## src/rtl/edma_pkg.sv

```systemverilog
package edma_pkg;
  localparam int ADDR_W = 3;
  localparam int RSN_W  = 5;

  typedef enum logic [2:0] {
    A_EPIDX = 3'd0,
    A_DMAEP = 3'd1,
    A_COUNT = 3'd2,
    A_CMD   = 3'd3,
    A_RSN   = 3'd4,
    A_MASK  = 3'd5,
    A_STAT  = 3'd6
  } addr_e;

  typedef enum logic [3:0] {
    C_RESET    = 4'd1,
    C_GO_GEN   = 4'd2,
    C_GO_MEM   = 4'd3,
    C_HALT_GEN = 4'd4,
    C_HALT_MEM = 4'd5
  } cmd_e;

  localparam int RB_DONE  = 0;
  localparam int RB_EOT   = 1;
  localparam int RB_ABT_G = 2;
  localparam int RB_ABT_M = 3;
  localparam int RB_CFG   = 4;
endpackage

```

## src/rtl/edma_regs.sv

```systemverilog
module edma_regs
  import edma_pkg::*;
#(
  parameter int EP_W = 4
) (
  input  logic             clk_i,
  input  logic             rst_ni,
  input  logic             soft_rst_i,
  input  logic             ep_we_i,
  input  logic             dma_we_i,
  input  logic             mask_we_i,
  input  logic [EP_W-1:0]  ep_wdata_i,
  input  logic [RSN_W-1:0] mask_wdata_i,
  output logic [EP_W-1:0]  ep_idx_o,
  output logic [EP_W-1:0]  dma_ep_o,
  output logic [RSN_W-1:0] mask_o
);
  logic [EP_W-1:0]  ep_idx_q, dma_ep_q;
  logic [RSN_W-1:0] mask_q;

  always_ff @(posedge clk_i or negedge rst_ni) begin
    if (!rst_ni) begin
      ep_idx_q <= '0;
      dma_ep_q <= '0;
      mask_q   <= '0;
    end else begin
      if (ep_we_i) ep_idx_q <= ep_wdata_i;
      // the endpoint index belongs to firmware, not to the DMA state
      if (soft_rst_i) begin
        dma_ep_q <= '0;
        mask_q   <= '0;
      end else begin
        if (dma_we_i)  dma_ep_q <= ep_wdata_i;
        if (mask_we_i) mask_q   <= mask_wdata_i;
      end
    end
  end

  assign ep_idx_o = ep_idx_q;
  assign dma_ep_o = dma_ep_q;
  assign mask_o   = mask_q;

  AST_IDX_KEPT: assert property (@(posedge clk_i) disable iff (!rst_ni)
    soft_rst_i && !ep_we_i |=> $stable(ep_idx_q));
  AST_DMA_CLEARED: assert property (@(posedge clk_i) disable iff (!rst_ni)
    soft_rst_i |=> (dma_ep_q == '0) && (mask_q == '0));
endmodule

```

## src/rtl/edma_engine.sv

```systemverilog
module edma_engine
  import edma_pkg::*;
#(
  parameter int CNT_W = 32
) (
  input  logic             clk_i,
  input  logic             rst_ni,
  input  logic             soft_rst_i,
  input  logic             cnt_we_i,
  input  logic [CNT_W-1:0] cnt_wdata_i,
  input  logic             cmd_we_i,
  input  logic [3:0]       cmd_i,
  input  logic             ep_clash_i,
  input  logic             byte_vld_i,
  input  logic             pkt_end_i,
  output logic             busy_o,
  output logic             mode_o,
  output logic [CNT_W-1:0] cnt_o,
  output logic [RSN_W-1:0] set_o
);
  logic             busy_q, busy_d;
  logic             mode_q, mode_d;   // 0 generic, 1 memory
  logic [CNT_W-1:0] cnt_q, cnt_d;
  logic             go, stop_hit, stop_miss, last_byte;

  assign go        = cmd_we_i && !busy_q && (cmd_i == C_GO_GEN || cmd_i == C_GO_MEM);
  assign stop_hit  = cmd_we_i && busy_q &&
                     ((cmd_i == C_HALT_GEN && !mode_q) || (cmd_i == C_HALT_MEM && mode_q));
  assign stop_miss = cmd_we_i && busy_q &&
                     ((cmd_i == C_HALT_GEN && mode_q) || (cmd_i == C_HALT_MEM && !mode_q));
  assign last_byte = byte_vld_i && (cnt_q == CNT_W'(1));

  always_comb begin
    busy_d = busy_q;
    mode_d = mode_q;
    cnt_d  = cnt_q;
    set_o  = '0;
    if (busy_q) begin
      if (stop_hit) begin
        // an abort wins over a byte arriving in the same cycle
        busy_d = 1'b0;
        if (mode_q) set_o[RB_ABT_M] = 1'b1;
        else        set_o[RB_ABT_G] = 1'b1;
      end else begin
        if (byte_vld_i) cnt_d = cnt_q - 1'b1;
        if (last_byte) begin
          busy_d          = 1'b0;
          set_o[RB_DONE]  = 1'b1;
        end
        if (pkt_end_i) begin
          busy_d         = 1'b0;
          set_o[RB_EOT]  = 1'b1;
        end
      end
    end else begin
      if (cnt_we_i) cnt_d = cnt_wdata_i;
      if (go) begin
        if (ep_clash_i)           set_o[RB_CFG]  = 1'b1;
        else if (cnt_q == '0)     set_o[RB_DONE] = 1'b1;
        else begin
          busy_d = 1'b1;
          mode_d = (cmd_i == C_GO_MEM);
        end
      end
    end
  end

  always_ff @(posedge clk_i or negedge rst_ni) begin
    if (!rst_ni) begin
      busy_q <= 1'b0;
      mode_q <= 1'b0;
      cnt_q  <= '0;
    end else if (soft_rst_i) begin
      busy_q <= 1'b0;
      mode_q <= 1'b0;
      cnt_q  <= '0;
    end else begin
      busy_q <= busy_d;
      mode_q <= mode_d;
      cnt_q  <= cnt_d;
    end
  end

  assign busy_o = busy_q;
  assign mode_o = mode_q;
  assign cnt_o  = cnt_q;

  AST_CNT_STEP: assert property (@(posedge clk_i) disable iff (!rst_ni)
    busy_q && byte_vld_i && !stop_hit && !soft_rst_i |=> cnt_q == $past(cnt_q) - 1'b1);
  AST_DONE_ENDS: assert property (@(posedge clk_i) disable iff (!rst_ni)
    busy_q && last_byte && !soft_rst_i |=> !busy_q);
  AST_EOT_ENDS: assert property (@(posedge clk_i) disable iff (!rst_ni)
    busy_q && pkt_end_i && !soft_rst_i |=> !busy_q);
  AST_CLASH_REFUSED: assert property (@(posedge clk_i) disable iff (!rst_ni)
    go && ep_clash_i && !soft_rst_i |=> !busy_q);
  AST_MISS_IGNORED: assert property (@(posedge clk_i) disable iff (!rst_ni)
    stop_miss && !byte_vld_i && !pkt_end_i && !soft_rst_i |=> busy_q);
  AST_IDLE_HOLD: assert property (@(posedge clk_i) disable iff (!rst_ni)
    !busy_q && !cnt_we_i && !soft_rst_i |=> $stable(cnt_q));
  AST_BUSY_MODE_HOLD: assert property (@(posedge clk_i) disable iff (!rst_ni)
    busy_q && !soft_rst_i |=> $stable(mode_q));
  AST_SOFT_IDLE: assert property (@(posedge clk_i) disable iff (!rst_ni)
    soft_rst_i |=> !busy_q && cnt_q == '0);
endmodule

```

## src/rtl/edma_rsn.sv

```systemverilog
module edma_rsn
  import edma_pkg::*;
(
  input  logic             clk_i,
  input  logic             rst_ni,
  input  logic             soft_rst_i,
  input  logic             clr_we_i,
  input  logic [RSN_W-1:0] clr_i,
  input  logic [RSN_W-1:0] set_i,
  input  logic [RSN_W-1:0] mask_i,
  output logic [RSN_W-1:0] rsn_o,
  output logic             irq_o
);
  logic [RSN_W-1:0] rsn_q;

  always_ff @(posedge clk_i or negedge rst_ni) begin
    if (!rst_ni)         rsn_q <= '0;
    else if (soft_rst_i) rsn_q <= '0;
    else                 rsn_q <= (rsn_q & ~(clr_we_i ? clr_i : '0)) | set_i; // set wins
  end

  assign rsn_o = rsn_q;
  assign irq_o = |(rsn_q & mask_i);

  AST_STICKY: assert property (@(posedge clk_i) disable iff (!rst_ni)
    !clr_we_i && !soft_rst_i |=> (rsn_q & $past(rsn_q)) == $past(rsn_q));
  AST_SOFT_QUIET: assert property (@(posedge clk_i) disable iff (!rst_ni)
    soft_rst_i |=> rsn_q == '0 && !irq_o);
endmodule

```

## src/rtl/edma_ctrl.sv

```systemverilog
module edma_ctrl
  import edma_pkg::*;
#(
  parameter int EP_W  = 4,
  parameter int REG_W = 32,
  parameter int CNT_W = REG_W
) (
  input  logic              clk_i,
  input  logic              rst_ni,
  input  logic              reg_we_i,
  input  logic [ADDR_W-1:0] reg_waddr_i,
  input  logic [REG_W-1:0]  reg_wdata_i,
  input  logic [ADDR_W-1:0] reg_raddr_i,
  output logic [REG_W-1:0]  reg_rdata_o,
  input  logic              byte_vld_i,
  input  logic              pkt_end_i,
  output logic              busy_o,
  output logic [EP_W-1:0]   dma_ep_o,
  output logic              irq_o
);
  logic             cmd_we, soft_rst;
  logic [EP_W-1:0]  ep_idx, dma_ep;
  logic [RSN_W-1:0] mask, rsn, rsn_set;
  logic [CNT_W-1:0] cnt;
  logic             busy, mode;

  assign cmd_we   = reg_we_i && reg_waddr_i == A_CMD;
  assign soft_rst = cmd_we && reg_wdata_i[3:0] == C_RESET;

  edma_regs #(.EP_W(EP_W)) u_regs (
    .clk_i        (clk_i),
    .rst_ni       (rst_ni),
    .soft_rst_i   (soft_rst),
    .ep_we_i      (reg_we_i && reg_waddr_i == A_EPIDX),
    .dma_we_i     (reg_we_i && reg_waddr_i == A_DMAEP),
    .mask_we_i    (reg_we_i && reg_waddr_i == A_MASK),
    .ep_wdata_i   (reg_wdata_i[EP_W-1:0]),
    .mask_wdata_i (reg_wdata_i[RSN_W-1:0]),
    .ep_idx_o     (ep_idx),
    .dma_ep_o     (dma_ep),
    .mask_o       (mask)
  );

  edma_engine #(.CNT_W(CNT_W)) u_engine (
    .clk_i       (clk_i),
    .rst_ni      (rst_ni),
    .soft_rst_i  (soft_rst),
    .cnt_we_i    (reg_we_i && reg_waddr_i == A_COUNT),
    .cnt_wdata_i (reg_wdata_i[CNT_W-1:0]),
    .cmd_we_i    (cmd_we),
    .cmd_i       (reg_wdata_i[3:0]),
    .ep_clash_i  (dma_ep == ep_idx),
    .byte_vld_i  (byte_vld_i),
    .pkt_end_i   (pkt_end_i),
    .busy_o      (busy),
    .mode_o      (mode),
    .cnt_o       (cnt),
    .set_o       (rsn_set)
  );

  edma_rsn u_rsn (
    .clk_i      (clk_i),
    .rst_ni     (rst_ni),
    .soft_rst_i (soft_rst),
    .clr_we_i   (reg_we_i && reg_waddr_i == A_RSN),
    .clr_i      (reg_wdata_i[RSN_W-1:0]),
    .set_i      (rsn_set),
    .mask_i     (mask),
    .rsn_o      (rsn),
    .irq_o      (irq_o)
  );

  always_comb begin
    case (reg_raddr_i)
      A_EPIDX: reg_rdata_o = REG_W'(ep_idx);
      A_DMAEP: reg_rdata_o = REG_W'(dma_ep);
      A_COUNT: reg_rdata_o = REG_W'(cnt);
      A_RSN:   reg_rdata_o = REG_W'(rsn);
      A_MASK:  reg_rdata_o = REG_W'(mask);
      A_STAT:  reg_rdata_o = REG_W'({mode, busy});
      default: reg_rdata_o = '0;
    endcase
  end

  assign busy_o   = busy;
  assign dma_ep_o = dma_ep;

  AST_START_BUSY: assert property (@(posedge clk_i) disable iff (!rst_ni)
    cmd_we && !busy && reg_wdata_i[3:0] == C_GO_MEM && dma_ep != ep_idx && cnt != '0
    |=> busy && mode);
endmodule

```

## config.mk

```make
export PLATFORM = sky130hd
export DESIGN_NAME = edma_ctrl
export DESIGN_NICKNAME = d
export VERILOG_FILES = /design/src/rtl/edma_pkg.sv /design/src/rtl/edma_regs.sv /design/src/rtl/edma_engine.sv /design/src/rtl/edma_rsn.sv /design/src/rtl/edma_ctrl.sv
export SDC_FILE = /design/constraint.sdc
export NUM_CORES = 1
export LEC_CHECK = 0
export BUFFER_PORTS_ARGS = -buffer_cell sky130_fd_sc_hd__clkbuf_2
export CAP_MARGIN = 0
export CORE_AREA = 2 2 74 111
export CTS_CLUSTER_DIAMETER = 120
export DETAILED_ROUTE_END_ITERATION = 10
export DIE_AREA = 0 0 76 113
export GPL_TIMING_DRIVEN = 0
export HOLD_SLACK_MARGIN = 0.08
export PLACE_DENSITY_LB_ADDON = 0.2
export SLEW_MARGIN = 20
export SYNTH_ARGS = -nofsm -noshare
export SYNTH_HDL_FRONTEND = slang
export SYNTH_SLANG_ARGS = --single-unit
```

## constraint.sdc

```tcl
create_clock -name clk_i -period 6.5 [get_ports clk_i]
set_input_delay 0.65 -clock clk_i [delete_from_list [all_inputs] [get_ports clk_i]]
set_output_delay 0.65 -clock clk_i [all_outputs]
set_load 0.05 [all_outputs]
```

Yosys cells after proc, flatten, opt, wreduce, memory -nomap -nowiden

Index checks and enable logic that the tools add are counted.

Flip-flop bits (word level): 52
Input bits: 43
Output and inout bits: 38
Logic and storage cells: 101

Add/sub/neg operators: 1
Equality and inequality tests: 22
Muxes and demuxes: 39
Bitwise logic cells: 4
Reduce and logical (&&, ||, !) cells: 28

Operators with widths:

| kind                                                                    | count |
|---|---|
| 32-bit one-hot mux with 6 select lines                                  | 1 |
| 32-bit two-way mux                                                      | 5 |
| 32-bit by 1-bit equality test with 1-bit output (second input constant) | 1 |
| 32-bit zero test                                                        | 1 |
| 32-bit by 1-bit subtractor with 32-bit output (second input constant)   | 1 |
| 1-bit two-way mux                                                       | 24 |
| 5-bit two-way mux                                                       | 4 |
| 3-bit equality test (second input constant)                             | 5 |
| 1-bit logical AND                                                       | 14 |
| 5-bit AND                                                               | 2 |
| 3-bit by 2-bit equality test with 1-bit output (second input constant)  | 3 |
| 4-bit by 2-bit equality test with 1-bit output (second input constant)  | 2 |
| 4-bit by 3-bit equality test with 1-bit output (second input constant)  | 2 |
| 4-bit two-way mux                                                       | 2 |
| 3-bit by 1-bit equality test with 1-bit output (second input constant)  | 2 |
| 3-bit zero test                                                         | 2 |
| 2-bit inequality test (second input constant)                           | 3 |
| 3-bit inequality test (second input constant)                           | 2 |
| 2-bit nonzero test                                                      | 3 |
| 5-bit NOT                                                               | 1 |
| 5-bit bitwise OR                                                        | 1 |
| 5-bit OR reduction                                                      | 1 |
| 4-bit by 1-bit equality test with 1-bit output (second input constant)  | 1 |
| 4-bit equality test                                                     | 1 |
| other kinds (7)                                                         | 10 |

Longest topological paths before layout

Depth in word-level cells: 8
Gate-level depth with buffers: 9
Mapped depth without buffers: 7

By module

A second synthesis with hierarchy kept.

Cells, all modules: 427
Area, all modules: 3,651.0 um2

Modules (own cells, without submodules):

| module      | instances | cells each | area an instance (um2) | sequential area each (um2) |
|---|---|---|---|---|
| edma_engine | 1         | 292        | 2,357.3                | 850.8 |
| edma_ctrl   | 1         | 79         | 539.3                  | 0.0 |
| edma_regs   | 1         | 38         | 520.5                  | 325.3 |
| edma_rsn    | 1         | 18         | 234.0                  | 125.1 |

Worst setup path after synthesis

Ideal clock, no wire load.

Path type: input port to output port
From: input reg_raddr_i[0]
To: output reg_rdata_o[31]
Data arrival time: 2.382 ns
Data required time: 5.850 ns
Slack: 3.468 ns
Stages on the path: 2
Path buffers: 1
Cells stage by stage: clkbuf_1 > nor4_1

Word-level cells in the longest chain between the ends: 2
Elaborated cells between the ends (all ways): 7
Classes of those cells: 5 x eq/ne; 1 x mux; 1 x reduce/logical

RTL lines:

| element                                           | line            | source |
|---|---|---|
| start, declared                                   | edma_ctrl.sv:13 | `input logic [ADDR_W-1:0] reg_raddr_i,` |
| 3-bit equality test, or another cell as far along | edma_ctrl.sv:74 | `case (reg_raddr_i)` |
| 32-bit one-hot mux with 6 select lines *          | edma_ctrl.sv:74 |  |
| end, declared                                     | edma_ctrl.sv:14 | `output logic [REG_W-1:0] reg_rdata_o,` |

Every way passes the cells marked *; elsewhere a longest branch is shown, timed or not.

Final worst setup path

From: input reg_raddr_i[1]
To: output reg_rdata_o[29]

The elaborated chain is that of the path after synthesis.

==> flow_metrics.env <==
export IMPL_outcome="finished, final reports clean"
export IMPL_critPathMaxFanout=10
export IMPL_stdcell_area_um2=4390
export IMPL_gp_congestion=0.909
export IMPL_dpl_hpwl_um=9120
export IMPL_p_leak_nw=1.84
export IMPL_power_density_nw_per_um2=253
export IMPL_tns_ns=0
export IMPL_switching_share=0.393
export IMPL_async_flop_share=1.00
export IMPL_power_frac_seq=0.433
export IMPL_crit_path_start_kind="input pin"
export IMPL_avgSynthCellArea_um2=8.60
export IMPL_cp_cell_sequence="clkbuf_2 -> inv_1 -> nor3_1 -> clkbuf_1 -> and2_1 -> clkbuf_2"
export IMPL_worst_path_most_repeated_cell="clkbuf_2"
export IMPL_post_cts_buffers=0
export IMPL_clk_latency_ns=0.30
export IMPL_core_area_um2=7560
export IMPL_grt_usage=0.290
export IMPL_synthesis_nets=480
export IMPL_min_path_type="input pin to async pin"
export IMPL_min_period_ns=3.44
export IMPL_hold_viol=0
export IMPL_register_area_um2=1300
export IMPL_vias=3928
export IMPL_port_buffer_count=76
export IMPL_totalPowerFinal_w=0.00111
export IMPL_cpMaxStageDelayCell="nor3_1"
export IMPL_ys_ff_latch=52
export IMPL_cp_end_kind="output port"
export IMPL_drc=0
export IMPL_pwr_share_comb=0.320
export IMPL_dieHeight_um=113
export IMPL_path_class="input pin to output port"
export IMPL_switchingPower_w=0.000437
export IMPL_clockBufferDepth=2
export IMPL_n_fill_cell=702
export IMPL_yosysTopAreaCell="dfrtp_1"
export IMPL_synth_area_leaders="dfrtp_1 (35%), o21ai_0 (5.1%), and2_1 (4.4%)"
export IMPL_die_w_um=76
export IMPL_drive_above_1_share=0.230
export IMPL_multi_input_area_um2=2260
export IMPL_num_io_pins=81
export IMPL_grt_pass1_vias=3825
export IMPL_row_count=39
export IMPL_worstPathArrival_ns=2.79
export IMPL_reg2reg_from="u_engine.cnt_o[0]"
export IMPL_final_antenna_net_count=0
export IMPL_synth_warnings=0
export IMPL_drt_pass1_iterations=7
export IMPL_wire_per_inst_um=19.8
export IMPL_syn_inst=434
export IMPL_r2r_setup_slack_ns=3.86
export IMPL_wirelength_um=12300
export IMPL_grt_overflow_total=0
export IMPL_fmax_ghz=0.291
export IMPL_maxCapViolCount=0
export IMPL_slowest_delay_ns=0.92
export IMPL_antenna_found_initial=0
export IMPL_place_area_um2=4240
export IMPL_cp_depth=6
export IMPL_syn_to_final_growth_pct=17.6
export IMPL_grt_max_degree=53
export IMPL_die_area_um2=8590
export IMPL_htreeDepth=2
export IMPL_required_ns=5.85
export IMPL_cp_top_family="simple AND/OR/NAND/NOR gates"
export IMPL_ir_drop_mv=0.146
export IMPL_clock_power_share=0.246
export IMPL_vias_per_cell=6.34
export IMPL_yosys_area_top_type_share=0.349
export IMPL_worst_r2r_path_depth=7
export IMPL_period_share=0.529
export IMPL_syn_cell_area_um2=3730
export IMPL_rsz0062_at_grt="no"
export IMPL_layout_nets=563
export IMPL_numClockSinks=52
export IMPL_root_buffer="clkbuf_16"
export IMPL_initial_core_util=0.493
export IMPL_finalSetupViolCount=0
export IMPL_ys_types=58
export IMPL_cts_tree="yes"
export IMPL_cp_num_buf_inv=4
export IMPL_relSlewSlack=0.234
export IMPL_crit_start="reg_raddr_i[1]"
export IMPL_skew_ns=0.00883
export IMPL_ys_flop_type="dfrtp_1"
export IMPL_cts_resized=0
export IMPL_seq_area_frac_synth=0.349
export IMPL_clk_transition_reported_paths_ns=0.06
export IMPL_p_int_w=0.000674
export IMPL_timing_final_max_slew_violations=0
export IMPL_grt_pass1_wl_um=19600
export IMPL_antenna_cells=0
export IMPL_ctsHoldBuffers=0
export IMPL_worstMarginPinSlew_ns=1.14
export IMPL_cts_buffers=5
export IMPL_synth_edf_count=0
export IMPL_r2r_end="u_engine.cnt_o[30]"
export IMPL_drt_first_iter_violations=294
-- layout make-up --
| class | instances | area share |
|---|---|---|
| flip-flops and latches | 52 | 0.296 |
| repair buffers | 76 | 0.0872 |
| multi-input cells | 343 | 0.514 |
| clock buffers | 8 | 0.0334 |
| well taps | 102 | 0.0291 |
| plain buffers | 30 | 0.0322 |
| inverters | 9 | 0.00770 |
-- cells in the mapped netlist, types with 4 or more instances --
cell type / number
dfrtp_1: 52
o21ai_0: 38
nor2_1: 36
nand2_1: 28
nor3_1: 27
and2_1: 26
nor4_1: 19
clkbuf_1: 17
a21oi_1: 15
o2bb2ai_1: 14
a31oi_1: 13
mux2i_1: 13
nor2b_1: 11
inv_1: 9
mux2_2: 9
nand3_1: 9
buf_2: 7
a22oi_1: 6
o21ai_1: 6
or4_1: 6
nand2b_1: 5
nand4b_1: 5
xor2_1: 5
nand4_1: 4
-- how the worst max path moves through the flow --
stage                       to  slack [ns]
5_1_grt        reg_rdata_o[21]        2.95
6_report       reg_rdata_o[29]        3.06
3_3_place_gp   reg_rdata_o[21]        3.11
3_5_place_dp   reg_rdata_o[21]        3.08
2_1_floorplan  reg_rdata_o[31]        3.47
4_1_cts        reg_rdata_o[21]        3.08
-- layout by cell type (no fill, tap or decap), types with 4 or more instances in the layout --
master / count
o21ai_1: 6
nor2b_1: 11
nor3_1: 27
a31oi_1: 13
clkbuf_1: 19
nor4_1: 19
o21ai_0: 38
and2_1: 26
clkbuf_16: 5
xor2_1: 5
nor2_1: 36
clkbuf_2: 76
mux2i_1: 13
o2bb2ai_1: 14
dfrtp_1: 52
or4_1: 6
nand4b_1: 5
mux2_2: 9
inv_1: 9
nand2_1: 28
a22oi_1: 6
buf_2: 7
a21oi_1: 15
nand4_1: 4
nand2b_1: 5
nand3_1: 9
-- sequential cells by signal, summed over array words and instances (netlist names) --
name / flops
u_rsn.rsn_o: 5
u_regs.mask_o: 5
u_regs.dma_ep_o: 4
u_engine.cnt_o: 32
u_engine.busy_o: 1
u_engine.mode_o: 1
u_regs.ep_idx_o: 4
-- kinds of logic after synthesis --
family                     synth area share
adders and majority gates            0.0101
muxes                                0.0841
DFF                                   0.349
AOI/OAI and AO/OA                     0.198
xor gates and xnor gates             0.0117
and+or+nand+nor                       0.301
buffers and inverters                0.0469
-- power by group through the flow --
stage               clock (W)  combinational [W]  sequential, W
floorplan                   0           0.000247       0.000473
global placement            0           0.000345       0.000481
detailed placement          0           0.000352       0.000485
CTS                  0.000276           0.000354       0.000479
global route         0.000290           0.000387       0.000491
finish               0.000273           0.000356       0.000481
-- metal layers --
| metal | up-vias | GRT usage | part of all wire | wire, um |
|---|---|---|---|---|
| met5 | - | 0 | 0 | 0 |
| met4 | 0 | 0.164 | 0.048 | 594 |
| met3 | 47 | 0.0463 | 0.063 | 776 |
| li1 | 1784 | - | - | - |
| met1 | 1906 | 0.328 | 0.37 | 4520 |
| met2 | 191 | 0.520 | 0.52 | 6360 |
-- metrics by stage --
stage	util	hold WS [ns]	worst slack, ns	instances
after global placement	0.561	0.518	3.11	612
after global routing	0.580	0.501	2.95	620
after floorplan	-	0.354	3.47	434
after detailed placement	0.561	0.525	3.08	612
after CTS	0.580	0.464	3.08	620
final	0.580	0.443	3.06	620
Power figures use the tool's default switching activity.
